**src/rtl/camlink_pkg.sv**
```systemverilog
package camlink_pkg;

  // Bit-clock edge strobes, each valid for one system clock
  typedef struct packed {
    logic rise;
    logic fall;
  } bclk_edge_t;

  // Transmit side activity
  typedef enum logic [1:0] {
    TX_IDLE  = 2'd0,
    TX_SHIFT = 2'd1,
    TX_IRQ   = 2'd2
  } tx_mode_t;

endpackage

```
**src/rtl/camlink_edge.sv**
```systemverilog
module camlink_edge
  import camlink_pkg::*;
(
  input  logic       clk,
  input  logic       rst_n,
  input  logic       bclk,
  output bclk_edge_t edge_o
);

  logic bclk_q;

  always_ff @(posedge clk) begin
    if (!rst_n) bclk_q <= 1'b0;
    else        bclk_q <= bclk;
  end

  always_comb begin
    edge_o.rise = bclk & ~bclk_q;
    edge_o.fall = ~bclk & bclk_q;
  end

endmodule

```
**src/rtl/camlink_rx.sv**
```systemverilog
module camlink_rx #(
  parameter int DATA_W = 8
) (
  input  logic              clk,
  input  logic              rst_n,
  input  logic              sel_n,
  input  logic              rise,
  input  logic              rx_line,
  output logic              cmd_valid,
  output logic [DATA_W-1:0] cmd_byte
);

  localparam int WORD_W = DATA_W + 1;
  localparam int CNT_W  = $clog2(WORD_W + 1);

  // Prefix plus payload, prefix in the top bit
  function automatic logic [WORD_W-1:0] join_word(input logic [WORD_W-2:0] head,
                                                  input logic bit_in);
    return {head, bit_in};
  endfunction

  function automatic logic is_command(input logic [WORD_W-1:0] w);
    return ~w[WORD_W-1];
  endfunction

  logic [WORD_W-2:0] head_q;
  logic [CNT_W-1:0]  bit_cnt;
  logic              last_bit;   // this rising edge completes a word
  logic [WORD_W-1:0] full_word;

  assign last_bit  = rise && (bit_cnt == CNT_W'(WORD_W - 1));
  assign full_word = join_word(head_q, rx_line);

  always_ff @(posedge clk) begin
    if (!rst_n) begin
      head_q    <= '0;
      bit_cnt   <= '0;
      cmd_valid <= 1'b0;
      cmd_byte  <= '0;
    end else begin
      cmd_valid <= 1'b0;
      if (sel_n) begin
        bit_cnt <= '0;
      end else if (last_bit) begin
        bit_cnt <= '0;
        if (is_command(full_word)) begin
          cmd_valid <= 1'b1;
          cmd_byte  <= full_word[DATA_W-1:0];
        end
      end else if (rise) begin
        bit_cnt <= bit_cnt + 1'b1;
        head_q  <= full_word[WORD_W-2:0];
      end
    end
  end

  // deselection clears any partial word
  p_desel_clears_r1: assert property (@(posedge clk) disable iff (!rst_n)
    sel_n |=> (bit_cnt == '0));

  // a command strobe lasts one clock
  p_cmd_single_r2: assert property (@(posedge clk) disable iff (!rst_n)
    cmd_valid |=> !cmd_valid);

endmodule

```
**src/rtl/camlink_tx.sv**
```systemverilog
module camlink_tx
  import camlink_pkg::*;
#(
  parameter int DATA_W  = 8,
  parameter int IRQ_LEN = 2
) (
  input  logic              clk,
  input  logic              rst_n,
  input  logic              sel_n,
  input  logic              fall,
  input  logic              img_valid,
  input  logic [DATA_W-1:0] img_byte,
  input  logic              img_last,
  input  logic              irq_req,
  output logic              img_take,
  output logic              tx_line
);

  localparam int WORD_W = DATA_W + 1;
  localparam int CNT_W  = $clog2(WORD_W);
  localparam int IRQ_W  = $clog2(IRQ_LEN + 1);

  function automatic logic [WORD_W-1:0] pack_word(input logic last,
                                                  input logic [DATA_W-1:0] b);
    return {last, b};
  endfunction

  tx_mode_t          mode;
  logic [WORD_W-1:0] shreg;
  logic [CNT_W-1:0]  bit_idx;
  logic [IRQ_W-1:0]  irq_left;
  logic              cur_last;
  logic              frame_open;
  logic              load_ok;    // a byte can be loaded at this edge
  logic              word_end;   // falling edge after the final bit

  assign load_ok  = fall && !sel_n && img_valid;
  assign word_end = (mode == TX_SHIFT) && fall && (bit_idx == CNT_W'(WORD_W - 1));

  always_ff @(posedge clk) begin
    if (!rst_n) begin
      mode       <= TX_IDLE;
      shreg      <= '0;
      bit_idx    <= '0;
      irq_left   <= '0;
      cur_last   <= 1'b0;
      frame_open <= 1'b0;
      img_take   <= 1'b0;
    end else begin
      img_take <= 1'b0;
      if (sel_n && mode == TX_SHIFT) begin
        mode    <= TX_IDLE;
        bit_idx <= '0;
      end else begin
        case (mode)
          TX_IDLE: begin
            if (irq_req && !frame_open) begin
              mode     <= TX_IRQ;
              irq_left <= IRQ_W'(IRQ_LEN - 1);
            end else if (load_ok) begin
              mode       <= TX_SHIFT;
              shreg      <= pack_word(img_last, img_byte);
              bit_idx    <= '0;
              cur_last   <= img_last;
              frame_open <= 1'b1;
              img_take   <= 1'b1;
            end
          end
          TX_SHIFT: begin
            if (word_end) begin
              if (cur_last) frame_open <= 1'b0;
              if (load_ok) begin
                shreg      <= pack_word(img_last, img_byte);
                bit_idx    <= '0;
                cur_last   <= img_last;
                frame_open <= 1'b1;
                img_take   <= 1'b1;
              end else begin
                mode <= TX_IDLE;
              end
            end else if (fall) begin
              shreg   <= shreg << 1;
              bit_idx <= bit_idx + 1'b1;
            end
          end
          TX_IRQ: begin
            if (irq_left == '0) mode <= TX_IDLE;
            else                irq_left <= irq_left - 1'b1;
          end
          default: mode <= TX_IDLE;
        endcase
      end
    end
  end

  assign tx_line = (mode == TX_SHIFT) ? shreg[WORD_W-1] : (mode != TX_IRQ);

  // deselection during a word returns to idle
  p_abort_word_r9: assert property (@(posedge clk) disable iff (!rst_n)
    (sel_n && mode == TX_SHIFT) |=> (mode == TX_IDLE));

  // an attention pulse never overlaps an open frame
  p_irq_outside_frame_r8: assert property (@(posedge clk) disable iff (!rst_n)
    (mode == TX_IRQ) |-> !frame_open);

  // the take strobe lasts one clock
  p_take_single_r5: assert property (@(posedge clk) disable iff (!rst_n)
    img_take |=> !img_take);

endmodule

```
**src/rtl/camlink_endpoint.sv**
```systemverilog
module camlink_endpoint
  import camlink_pkg::*;
#(
  parameter int DATA_W  = 8,
  parameter int IRQ_LEN = 2
) (
  input  logic              clk,
  input  logic              rst_n,
  input  logic              sel_n,
  input  logic              bclk,
  input  logic              rx_line,
  output logic              cmd_valid,
  output logic [DATA_W-1:0] cmd_byte,
  input  logic              img_valid,
  input  logic [DATA_W-1:0] img_byte,
  input  logic              img_last,
  output logic              img_take,
  input  logic              irq_req,
  output logic              tx_line
);

  bclk_edge_t bedge;

  camlink_edge u_edge (
    .clk    (clk),
    .rst_n  (rst_n),
    .bclk   (bclk),
    .edge_o (bedge)
  );

  camlink_rx #(.DATA_W(DATA_W)) u_rx (
    .clk       (clk),
    .rst_n     (rst_n),
    .sel_n     (sel_n),
    .rise      (bedge.rise),
    .rx_line   (rx_line),
    .cmd_valid (cmd_valid),
    .cmd_byte  (cmd_byte)
  );

  camlink_tx #(.DATA_W(DATA_W), .IRQ_LEN(IRQ_LEN)) u_tx (
    .clk       (clk),
    .rst_n     (rst_n),
    .sel_n     (sel_n),
    .fall      (bedge.fall),
    .img_valid (img_valid),
    .img_byte  (img_byte),
    .img_last  (img_last),
    .irq_req   (irq_req),
    .img_take  (img_take),
    .tx_line   (tx_line)
  );

endmodule

```
**config.mk**
```make
export PLATFORM = sky130hd
export DESIGN_NAME = camlink_endpoint
export DESIGN_NICKNAME = d
export VERILOG_FILES = /design/src/rtl/camlink_pkg.sv /design/src/rtl/camlink_edge.sv /design/src/rtl/camlink_rx.sv /design/src/rtl/camlink_tx.sv /design/src/rtl/camlink_endpoint.sv
export SDC_FILE = /design/constraint.sdc
export NUM_CORES = 1
export LEC_CHECK = 0
export ABC_AREA = 1
export BUFFER_PORTS_ARGS = -buffer_cell sky130_fd_sc_hd__buf_2
export CORE_MARGIN = 2
export CORE_UTILIZATION = 40
export DETAILED_ROUTE_END_ITERATION = 10
export HOLD_SLACK_MARGIN = 0.12
export RECOVER_POWER = 25
export SKIP_CTS_REPAIR_TIMING = 1
export SYNTH_ARGS = -nofsm -noshare
export SYNTH_HDL_FRONTEND = slang
export SYNTH_SLANG_ARGS = --single-unit
```
**constraint.sdc**
```tcl
create_clock -name clk -period 1.7 [get_ports clk]
set_input_delay 0.255 -clock clk [delete_from_list [all_inputs] [get_ports clk]]
set_output_delay 0.255 -clock clk [all_outputs]
set_load 0.1 [all_outputs]
```
# After elaboration in Yosys (flattened, before gate mapping)
# Cells that the tools add are included.
dict set report totals {
  output_inout_bits 11
  ff_bits 42
  inputBits 16
  wordCells 98
}
dict set report classes {
  bitwise 9
  n_addsub 3
  eq_ne 15
  n_reduce_logical 24
  n_mux 35
}
# cell count
set op_table {}
lappend op_table {{$mux W9} 4}
lappend op_table {{$pmux W9 S2} 1}
lappend op_table {{$mux W4} 4}
lappend op_table {{$reduce_and A4 Y1} 4}
lappend op_table {{$mux W2} 7}
lappend op_table {{$mux W1} 13}
lappend op_table {{$ne A3 B1 Y1 const B} 3}
lappend op_table {{$reduce_and A3 Y1} 3}
lappend op_table {{$add A4 B1 Y4 const B} 2}
lappend op_table {{$eq A4 B4 Y1 const B} 2}
lappend op_table {{$ne A2 B1 Y1 const B} 4}
lappend op_table {{$ne A2 B2 Y1 const B} 4}
lappend op_table {{$pmux W4 S2} 1}
lappend op_table {{$logic_and A1 B1 Y1} 7}
lappend op_table {{$not A1 Y1} 7}
lappend op_table {{$pmux W1 S2} 3}
lappend op_table {{$pmux W2 S3} 1}
lappend op_table {{$reduce_and A6 Y1} 1}
lappend op_table {{$reduce_or A3 Y1} 2}
lappend op_table {{$logic_not A2 Y1} 2}
lappend op_table {{$pmux W2 S2} 1}
lappend op_table {{$reduce_bool A2 Y1} 2}
lappend op_table {{$and A1 B1 Y1} 2}
lappend op_table {{$eq A2 B1 Y1 const B} 1}
lappend op_table {{other kinds (4)} 5}

# Depth between registers and ports, before layout
# Gate-level depths: netlist (run 1).
dict set report logic_depth {
  ltp_word 7
  ltp_mapped 10
  mapped_depth_nobuf 10
}

# Hierarchy
# Synthesis (run 1) repeated with hierarchy kept, for this count alone.
dict set report unflattened {
  hier_cells 326
  area_unflattened_um2 2188.3
}
# module area_per_inst_um2 seq_area_each_um2 cells_each n_inst
set by_module_without_submodules {}
lappend by_module_without_submodules {camlink_tx 1137.3 400.4 167 1}
lappend by_module_without_submodules {camlink_rx 1006.0 420.4 152 1}
lappend by_module_without_submodules {camlink_edge 45.0 20.0 7 1}

# Worst setup path before layout (run 1)
# No wires, ideal clock.
dict set report synth_timing {
  path_kind {reg-to-output}
  start {register u_tx.mode[1]}
  end {output tx_line}
  setup_slack_ns -0.625
  path_buffers 0
  arrival_time_ns 2.070
  path_stages_with_launch 5
  t_required_ns 1.445
  path_cell_list {dfxtp_1 -> inv_1 -> nand2_1 -> nor2_1 -> a21oi_1}
}
dict set report synth_via {
  elab_chain_len 2
  word_cells_on_any_way 3
  classes_between {eq/ne (2); mux (1)}
}
# element line
set synth_lines {}
lappend synth_lines {{start: declaration} camlink_tx.sv:28} ;# tx_mode_t mode;
lappend synth_lines {{start signal: assignment} camlink_tx.sv:42} ;# mode <= TX_IDLE;
lappend synth_lines {{start signal: assignment} camlink_tx.sv:52} ;# mode <= TX_IDLE;
lappend synth_lines {{start signal: assignment} camlink_tx.sv:58} ;# mode <= TX_IRQ;
lappend synth_lines {{$ne A2 B2 Y1 / $eq A2 B1 Y1 (equally long branches)} camlink_tx.sv:96} ;# assign tx_line = (mode == TX_SHIFT) ? shreg[WORD_W-1] : (mode != TX_IRQ);
lappend synth_lines {{$mux W1 (*)} camlink_tx.sv:96}
lappend synth_lines {{end: declaration} camlink_endpoint.sv:19} ;# output logic tx_line
# Every way passes the cells marked *; elsewhere a longest branch is shown, timed or not.

# Final worst setup path (run 1)
# Ends and elaborated chain as after synthesis.

==> results.txt, run 1 <==
The max capacitance violation total is 0. The power per standard cell area came out at around 1100 nW/um^2. The sequential share of the synthesized area came out at between 40% and 50%. Once the floorplan was initialized, standard cells occupied between 40% and 50% of the core. The number of nets in the final layout is 348. After Yosys synthesis, XOR and XNOR cells account for about 1.3% of the synthesized area.

The layout has 496 filler cells. Relative to the synthesized area, the layout overhead comes to 18.41%. The critical register-to-register path startpoint is u_tx.bit_idx[0]. The vertical die dimension came out at around 75 um. The final antenna diode count is 0. The clock tree from TritonCTS is done.

The final worst-path setup slack came out at between 100 and 150 ps. Detailed routing inserted a total of around 1.9k vias. Buffers inserted during clock tree synthesis total 5. In this run the static leakage power is 1.062 nW. Setup violations remaining at the end of the flow were counted as 0. The number of DRC violations after detailed-routing iteration 0 is just under 90. The remaining global-route overflow is 0. The remaining antenna violation count after routing came out at 0. The maximum root-to-sink buffer count came out at 2. The iteration count of the initial detailed-routing pass came out at 4.

The die is 75.03 um wide. The total count of hold-check failures in the final report came out at 0. The final layout contains routed wiring with a total length of roughly 4400 um. The worst pin sits at a relative slew slack of ~56%. The site row count came out at 25. The max-slew violation count came to 0. In the synthesized netlist the dominant register cell turns out to be sky130_fd_sc_hd__dfxtp_1. The number of buffers added on ports is 26. Summed over its instances, the top area cell type makes up about two fifths of the synthesized netlist area. Synthesis produced 294 cells. The number of synthesized flops with an enable pin came out at 0. Setup repair after global routing left no endpoint under its margin. The worst endpoint required time is about 1400 ps. The final total negative setup slack came out at 0 ps. The final design utilization is ~50%.

In this run the worst setup path begins at u_tx.mode[1]. The number of register bits inferred by synthesis came out at 42. STA classifies the critical path startpoint as a flop. Of the total synthesized cell area, the portion taken by AND, OR, NAND and NOR gates is a little over a third. The finished cells cover 2390 um^2. Counting every net in the synthesized netlist gives approximately 320. The total power draw is roughly 2.6 mW. The netlist area before placement is roughly 2000 um^2. The portion of the clock cycle consumed by the worst path in the final layout came out at roughly nine tenths.

Timing analysis after detailed placement gives a worst setup slack of 147.1 ps. By area the synthesized netlist is led by sky130_fd_sc_hd__dfxtp_1 42%, sky130_fd_sc_hd__nand2_1 15%, sky130_fd_sc_hd__nand3_1 10%. The cell accounting for the most synthesized area is sky130_fd_sc_hd__dfxtp_1. The share of flip-flops with an asynchronous set or reset after synthesis is 0%. The synthesized netlist contains 22 unique library cells.

The remaining design rule violation count is 0. The maximum VDD drop came out at 614.5 uV. The startpoint of the lowest-slack hold path is bclk. The via count of the first global-routing pass is about 1.6k. The type of the worst setup path is reg2out. The proportion of synthesized area in mux cells came out at 0%. The arrival time at the worst endpoint is around 1300 ps. The cell chosen for the clock root is sky130_fd_sc_hd__clkbuf_8. The first global-routing pass estimated approximately 7000 um of wire. The post-route netlist has 16.46% of its cells at a drive strength greater than 1. The post-synthesis compound-gate area fraction came out at about a tenth.

The count of synthesis-stage warnings from yosys came out at 0. The adder-cell share of the synthesized area came out at between 3 and 4%. The slew of the pin with the lowest slew margin is about 660 ps.

In the final routed layout, each cell accounts on average for ~11 um. Global routing used between 15 and 20% of the available tracks. After floorplanning, the core was sized to cover roughly 4800 um^2. The later pin in the worst-skew pair is clocked with a latency of about 290 ps. The number of antenna violations at the first check in global routing is 0. Among all cell types in the netlist, the one instantiated most often is sky130_fd_sc_hd__nand2_1. By area, the combinational part of the netlist is dominated by simple AND/OR/NAND/NOR gates. The die covers roughly 5600 um^2.

Clock skew on the completed layout was measured at between 6 and 7 ps. Dividing the detail-routed via count by the number of cells gives between 4 and 5. Along the worst path, the maximum fanout reaches 5. Clock-pin slew was measured on the worst setup and hold paths at 80 ps.

The cell area reported after detailed placement came out at around 2300 um^2. The maximum level of the CTS H-tree came out at 2. The placer's final routability congestion estimate is just over 0.8.

The detailed-placement wirelength estimate came out at 3086 um. After synthesis, the most frequently instantiated cells are 80 x sky130_fd_sc_hd__nand2_1, 42 x sky130_fd_sc_hd__dfxtp_1, 42 x sky130_fd_sc_hd__nand3_1. STA classifies the critical path endpoint as an output pin. The fmax is about 640 MHz. Each instance of the synthesized netlist takes up on average roughly 7 um^2. The worst hold path belongs to the class in2reg. The run finished with clean final reports. The smallest clock period supported by the final layout is computed as 1554 ps.

The total clock sinks came out at between 40 and 50. Entering global routing, the biggest net connects 20 pins. For this design the top-level I/O count stands at 27.
-- cells by family (layout without fill, tap and decap cells) --
group                    Yosys count  in the layout
AND/OR/NAND/NOR                  161            161
buffers and inverters             43             77
flip-flops                        42             42
AO/OA/AOI/OAI                     40             40
adder cells (fa/ha/maj)            5              5
XOR/XNOR                           3              3
-- per-stage QoR --
| stage | hold WS [ps] | cells |
|---|---|---|
| after global placement | 446.1 | 387 |
| after CTS | 197.7 | 395 |
| final | 202.6 | 395 |
| after floorplan | 348.5 | 294 |
| after detailed placement | 450.3 | 387 |
| after global routing | 217.9 | 395 |
-- cell type report --
| cell class | count | area [um^2] | area share (%) |
|---|---|---|---|
| clock buffers | 6 | 72.57 | 3.037 |
| clock inverters | 2 | 37.54 | 1.571 |
| inverters | 35 | 131.4 | 5.497 |
| multi-input cells | 209 | 1018 | 42.62 |
| flip-flops and latches | 42 | 842.1 | 35.24 |
| well taps | 67 | 83.83 | 3.508 |
| repair buffers | 34 | 203.9 | 8.534 |
-- where the power goes --
part	internal (mW)	switching (mW)	total (mW)
sequential	1.04	0.0425	1.08
clock	0.438	0.352	0.790
combinational	0.231	0.446	0.677
total	1.71	0.840	2.55
-- registers in the layout, indices dropped and copies added, names as in the netlist --
signal,count
u_edge.bclk_q,1
u_rx.bit_cnt,4
u_rx.cmd_byte,8
u_rx.cmd_valid,1
u_rx.head_q,8
u_tx.bit_idx,4
u_tx.cur_last,1
u_tx.frame_open,1
u_tx.img_take,1
u_tx.irq_left,2
u_tx.mode,2
u_tx.shreg,9
-- layer usage --
layer / up-vias / part of all wire [%] / routed length, um / track usage (%)
met2: 25 / 47 / 2046 / 27.68
met3: 6 / 3.6 / 159 / 4.150
met4: 0 / 1.3 / 58 / 5.556
met1: 829 / 48 / 2123 / 21.31
li1: 1005 / - / - / -
met5: - / 0 / 0 / 0
-- cell usage in the layout (no fill, tap or decap) --
| cell | Yosys | final |
|---|---|---|
| sky130_fd_sc_hd__a21oi_1 | 33 | 32 |
| sky130_fd_sc_hd__a21oi_4 | 0 | 1 |
| sky130_fd_sc_hd__a31oi_1 | 2 | 2 |
| sky130_fd_sc_hd__buf_12 | 0 | 1 |
| sky130_fd_sc_hd__buf_2 | 3 | 16 |
| sky130_fd_sc_hd__buf_4 | 2 | 8 |
| sky130_fd_sc_hd__bufinv_16 | 0 | 1 |
| sky130_fd_sc_hd__clkbuf_1 | 3 | 2 |
| sky130_fd_sc_hd__clkbuf_2 | 0 | 8 |
| sky130_fd_sc_hd__clkbuf_8 | 0 | 5 |
| sky130_fd_sc_hd__clkinvlp_4 | 0 | 1 |
| sky130_fd_sc_hd__dfxtp_1 | 42 | 41 |
| sky130_fd_sc_hd__dfxtp_2 | 0 | 1 |
| sky130_fd_sc_hd__ha_1 | 5 | 5 |
| sky130_fd_sc_hd__inv_1 | 31 | 32 |
| sky130_fd_sc_hd__inv_2 | 4 | 3 |
| sky130_fd_sc_hd__nand2_1 | 80 | 79 |
| sky130_fd_sc_hd__nand2_2 | 4 | 5 |
| sky130_fd_sc_hd__nand3_1 | 42 | 42 |
| sky130_fd_sc_hd__nand4_1 | 1 | 1 |
| sky130_fd_sc_hd__nor2_1 | 27 | 27 |
| sky130_fd_sc_hd__nor2_4 | 3 | 3 |
| sky130_fd_sc_hd__nor2_8 | 1 | 1 |
| sky130_fd_sc_hd__nor3_1 | 2 | 2 |
| sky130_fd_sc_hd__o21ai_0 | 4 | 4 |
| sky130_fd_sc_hd__o21ai_1 | 1 | 1 |
| sky130_fd_sc_hd__or2_0 | 1 | 1 |
| sky130_fd_sc_hd__xnor2_1 | 1 | 1 |
| sky130_fd_sc_hd__xor2_1 | 2 | 2 |
-- worst paths after layout --
check | to | slack (ps) | cells past startpoint
worst min-delay path | u_edge.bclk_q | 200 | 3
worst max register to register | u_tx.mode[0] | 190 | 10
worst min register to register | u_rx.cmd_byte[2] | 460 | 2
worst max-delay path | tx_line | 150 | 5
-- worst max-delay path, stage by stage (launching register included) --
cell and delay, ps:
sky130_fd_sc_hd__dfxtp_2 410, sky130_fd_sc_hd__inv_1 50, sky130_fd_sc_hd__nand2_1 130, sky130_fd_sc_hd__nor2_1 90, sky130_fd_sc_hd__a21oi_4 140, sky130_fd_sc_hd__buf_12 190
No activity file was read; power rests on OpenSTA's default activity.
==> run 2: changes to the inputs <==
Clock period 1.7 ns to 1.6 ns, I/O delays scaled along.
==> run 2 against run 1 <==
Worst hold slack worse by 22 ps. Final cell count increased by 0.51%. Power is 7.0% higher. Routed wire length down 0.14%. Sequential share of layout area decreased by 0.42 points. Critical path depth shrank 1. Register-to-register slack lost 50 ps. Critical endpoint unchanged.
==> results.txt, run 2 (synthesis gave the netlist of run 1 again) <==
The portion of the clock cycle consumed by the worst path in the final layout came out at roughly 94%. The share of total power in combinational logic came out at 26.8% (was 26.5%). The startpoint of the lowest-slack hold path is bclk (unchanged). The routed design could run at a clock period as short as around 1500 ps. Largest registers: u_tx.shreg: 9 flops, u_rx.cmd_byte: 8 flops, u_rx.head_q: 8 flops (unchanged).

The final design area excluding fillers came to 2426 um^2 (was 2390 um^2). The number of buffers added on ports came out at 26 (unchanged). The flip-flop count of the largest register, all copies and words added came to 9 (unchanged).

The vertical die dimension came out at 75.03 um (unchanged). The total power draw is 2.731 mW (was 2.551 mW). The peak fanout along the critical path came to 5 (unchanged). The cell area reported after detailed placement is 2297 um^2 (was 2277 um^2).

The area enclosed by the die boundary came out at 5630 um^2 (unchanged). The total CTS buffers came out at 5 (unchanged). The iteration count of the initial detailed-routing pass is 4 (unchanged). The total internal power is 1.825 mW (was 1.711 mW). The final total negative setup slack came to 0 ps (unchanged).

The arrival time at the worst endpoint came to 1270 ps (was 1300 ps). The final cell count without fillers came out at 397 (was 395). The fraction of power spent switching nets came out at 33.16% (was 32.94%). Most frequent cells in the layout: 77 x sky130_fd_sc_hd__nand2_1, 42 x sky130_fd_sc_hd__nand3_1, 41 x sky130_fd_sc_hd__dfxtp_1, 32 x sky130_fd_sc_hd__a21oi_1, 31 x sky130_fd_sc_hd__inv_1 (was 79 x sky130_fd_sc_hd__nand2_1, 42 x sky130_fd_sc_hd__nand3_1, 41 x sky130_fd_sc_hd__dfxtp_1, 32 x sky130_fd_sc_hd__inv_1, 32 x sky130_fd_sc_hd__a21oi_1). The switching power is 0.9054 mW (was 0.8403 mW). The maximum root-to-sink buffer count came out at 2 (unchanged). The worst slew margin relative to its limit is 55.12% (was 55.93%).

The remaining global-route overflow was 0 (unchanged). The number of antenna violations at the first check in global routing came out at 0 (unchanged). The site row count came out at 25 (unchanged).

The portion of total power attributed to sequential cells came out at 42.3% (was 42.5%). The path type of the worst min-delay path is in2reg (unchanged). The most common cell after layout, fill and taps aside is sky130_fd_sc_hd__nand2_1 (unchanged).

The cell chosen for the clock root is sky130_fd_sc_hd__clkbuf_8 (unchanged). The critical register-to-register path startpoint is u_rx.bit_cnt[0] (was u_tx.bit_idx[0]). The static power due to leakage came out at 1.079 nW (was 1.062 nW).

The worst clock skew on the final layout is 3.794 ps (was 6.826 ps). The standard cell core area is 4786 um^2 (unchanged). The insertion delay of the later-clocked pin in the worst-skew pair came out at 290 ps (about the same). The max capacitance violation total was 0 (unchanged). The number of DRC violations after detailed-routing iteration 0 came out at 105 (was 88). The routed wire length is 4382 um (was 4388 um). The placer's final routability congestion estimate is 0.7844 (was 0.8059). The first-pass GRT wire length came to 7251 um (was 7155 um). The detail-routed via count per cell is 4.798 (was 4.722).

The slew of the pin with the lowest slew margin came to 673.2 ps (was 661.1 ps). The fraction of final layout cells with drive strength greater than 1 is 18.18% (was 16.46%). The I/O pin count came to 27 (unchanged). The remaining antenna violation count after routing came out at 0 (unchanged). The all-layer global routing usage came out at 16.99% (was 16.71%). Status: complete, no violations (unchanged). The storage element area came out at 844.6 um^2 (was 842.1 um^2).

The part of the power in the clock network is 30.9% (was 31.0%). The total count of hold-check failures in the final report came out at 0 (unchanged). The via count came to 1905 (was 1865).

The launch point of the worst path is u_tx.mode[0] (was u_tx.mode[1]). The average routed wire per standard cell was 11.04 um (was 11.11 um). The final antenna diode count came out at 0 (unchanged). The count of filler cells inserted in the layout is 513 (was 496). The type of element launching the critical path is a flop (unchanged). The max-slew violation count came to 0 (unchanged). The total clock sinks came out at 42 (unchanged). The maximum VDD drop came out at 658.7 uV (was 614.5 uV). The detailed-placement wirelength estimate came out at 3152 um (was 3086 um). RSZ-0062 raised after global routing: false (unchanged). The area used by multi-input combinational logic came out at 1033 um^2 (was 1018 um^2). The die outline width came out at 75.03 um (unchanged).

The relative area change from synthesis to final layout is 20.21% (was 18.41%). The via count of the first global-routing pass is 1624 (was 1590). The top register by number of flip-flops is u_tx.shreg (unchanged). The effective utilization at floorplan is 42.17% (unchanged). The remaining design rule violation count came out at 0 (unchanged).

The type of the worst setup path was reg2out (unchanged). The clock edge transition at the registers on the reported setup and hold paths came to 80 ps (about the same). The kind of capture point of the worst setup path is an output pin (unchanged).

The maximum level of the CTS H-tree is 2 (unchanged). The clock tree from TritonCTS is done (unchanged). The number of nets in the final layout is 350 (was 348).

The power per standard cell area came to 1126 nW/um^2 (was 1068 nW/um^2). The count of final setup violators came out at 0 (unchanged). The cell count after placement is 388 (was 387). The worst endpoint required time came out at 1360 ps (was 1440 ps).

The maximum number of pins on one net before global-route repair came out at 20 (unchanged). The fmax is roughly 660 MHz.
-- run 2: through the flow --
stage	hold WS [ps]	worst slack (ps)	utilization, %
global route	193.5	11.47	50.69
CTS	164.0	-57.45	50.35
finish	180.7	91.45	50.69
detailed placement	449.3	84.52	48.00
floorplan	333.5	129.4	-
global placement	446.5	104.8	48.00
-- run 2: layer usage --
metal  GRT usage [%]  part of all wire [%]  up-vias
met3           4.150                   3.5        4
li1                -                     -     1010
met2           28.27                    48       27
met5               0                     0        -
met4           4.762                  0.84        0
met1           22.02                    47      864
-- run 2: power groups by stage --
stage	registers, mW	logic (mW)	clock network [mW]
2_1_floorplan	1.17	0.512	0
3_3_place_gp	1.17	0.728	0
3_5_place_dp	1.17	0.729	0
4_1_cts	1.15	0.731	0.879
5_1_grt	1.16	0.817	0.913
6_report	1.16	0.732	0.843
-- run 2: cell type report --
class / instances / share of cell area [%]
Clock buffer: 5 / 2.837
Clock inverter: 3 / 1.805
Inverter: 35 / 5.415
Multi-Input combinational cell: 210 / 42.60
Sequential cell: 42 / 34.81
Tap cell: 67 / 3.455
Timing Repair Buffer: 35 / 9.077
-- run 2: worst max-delay path, stage by stage, from the launching register on --
cell	delay, ps
sky130_fd_sc_hd__dfxtp_1	420
sky130_fd_sc_hd__nand2_2	110
sky130_fd_sc_hd__nor2_1	220
sky130_fd_sc_hd__a21oi_4	60
sky130_fd_sc_hd__buf_12	170
-- run 2: final timing paths --
| kind | endpoint | slack [ps] | cells after the start |
|---|---|---|---|
| min | u_edge.bclk_q | 180 | 3 |
| max | tx_line | 90 | 4 |
| min reg2reg | u_rx.cmd_byte[2] | 460 | 2 |
| max reg2reg | u_rx.head_q[6] | 140 | 8 |
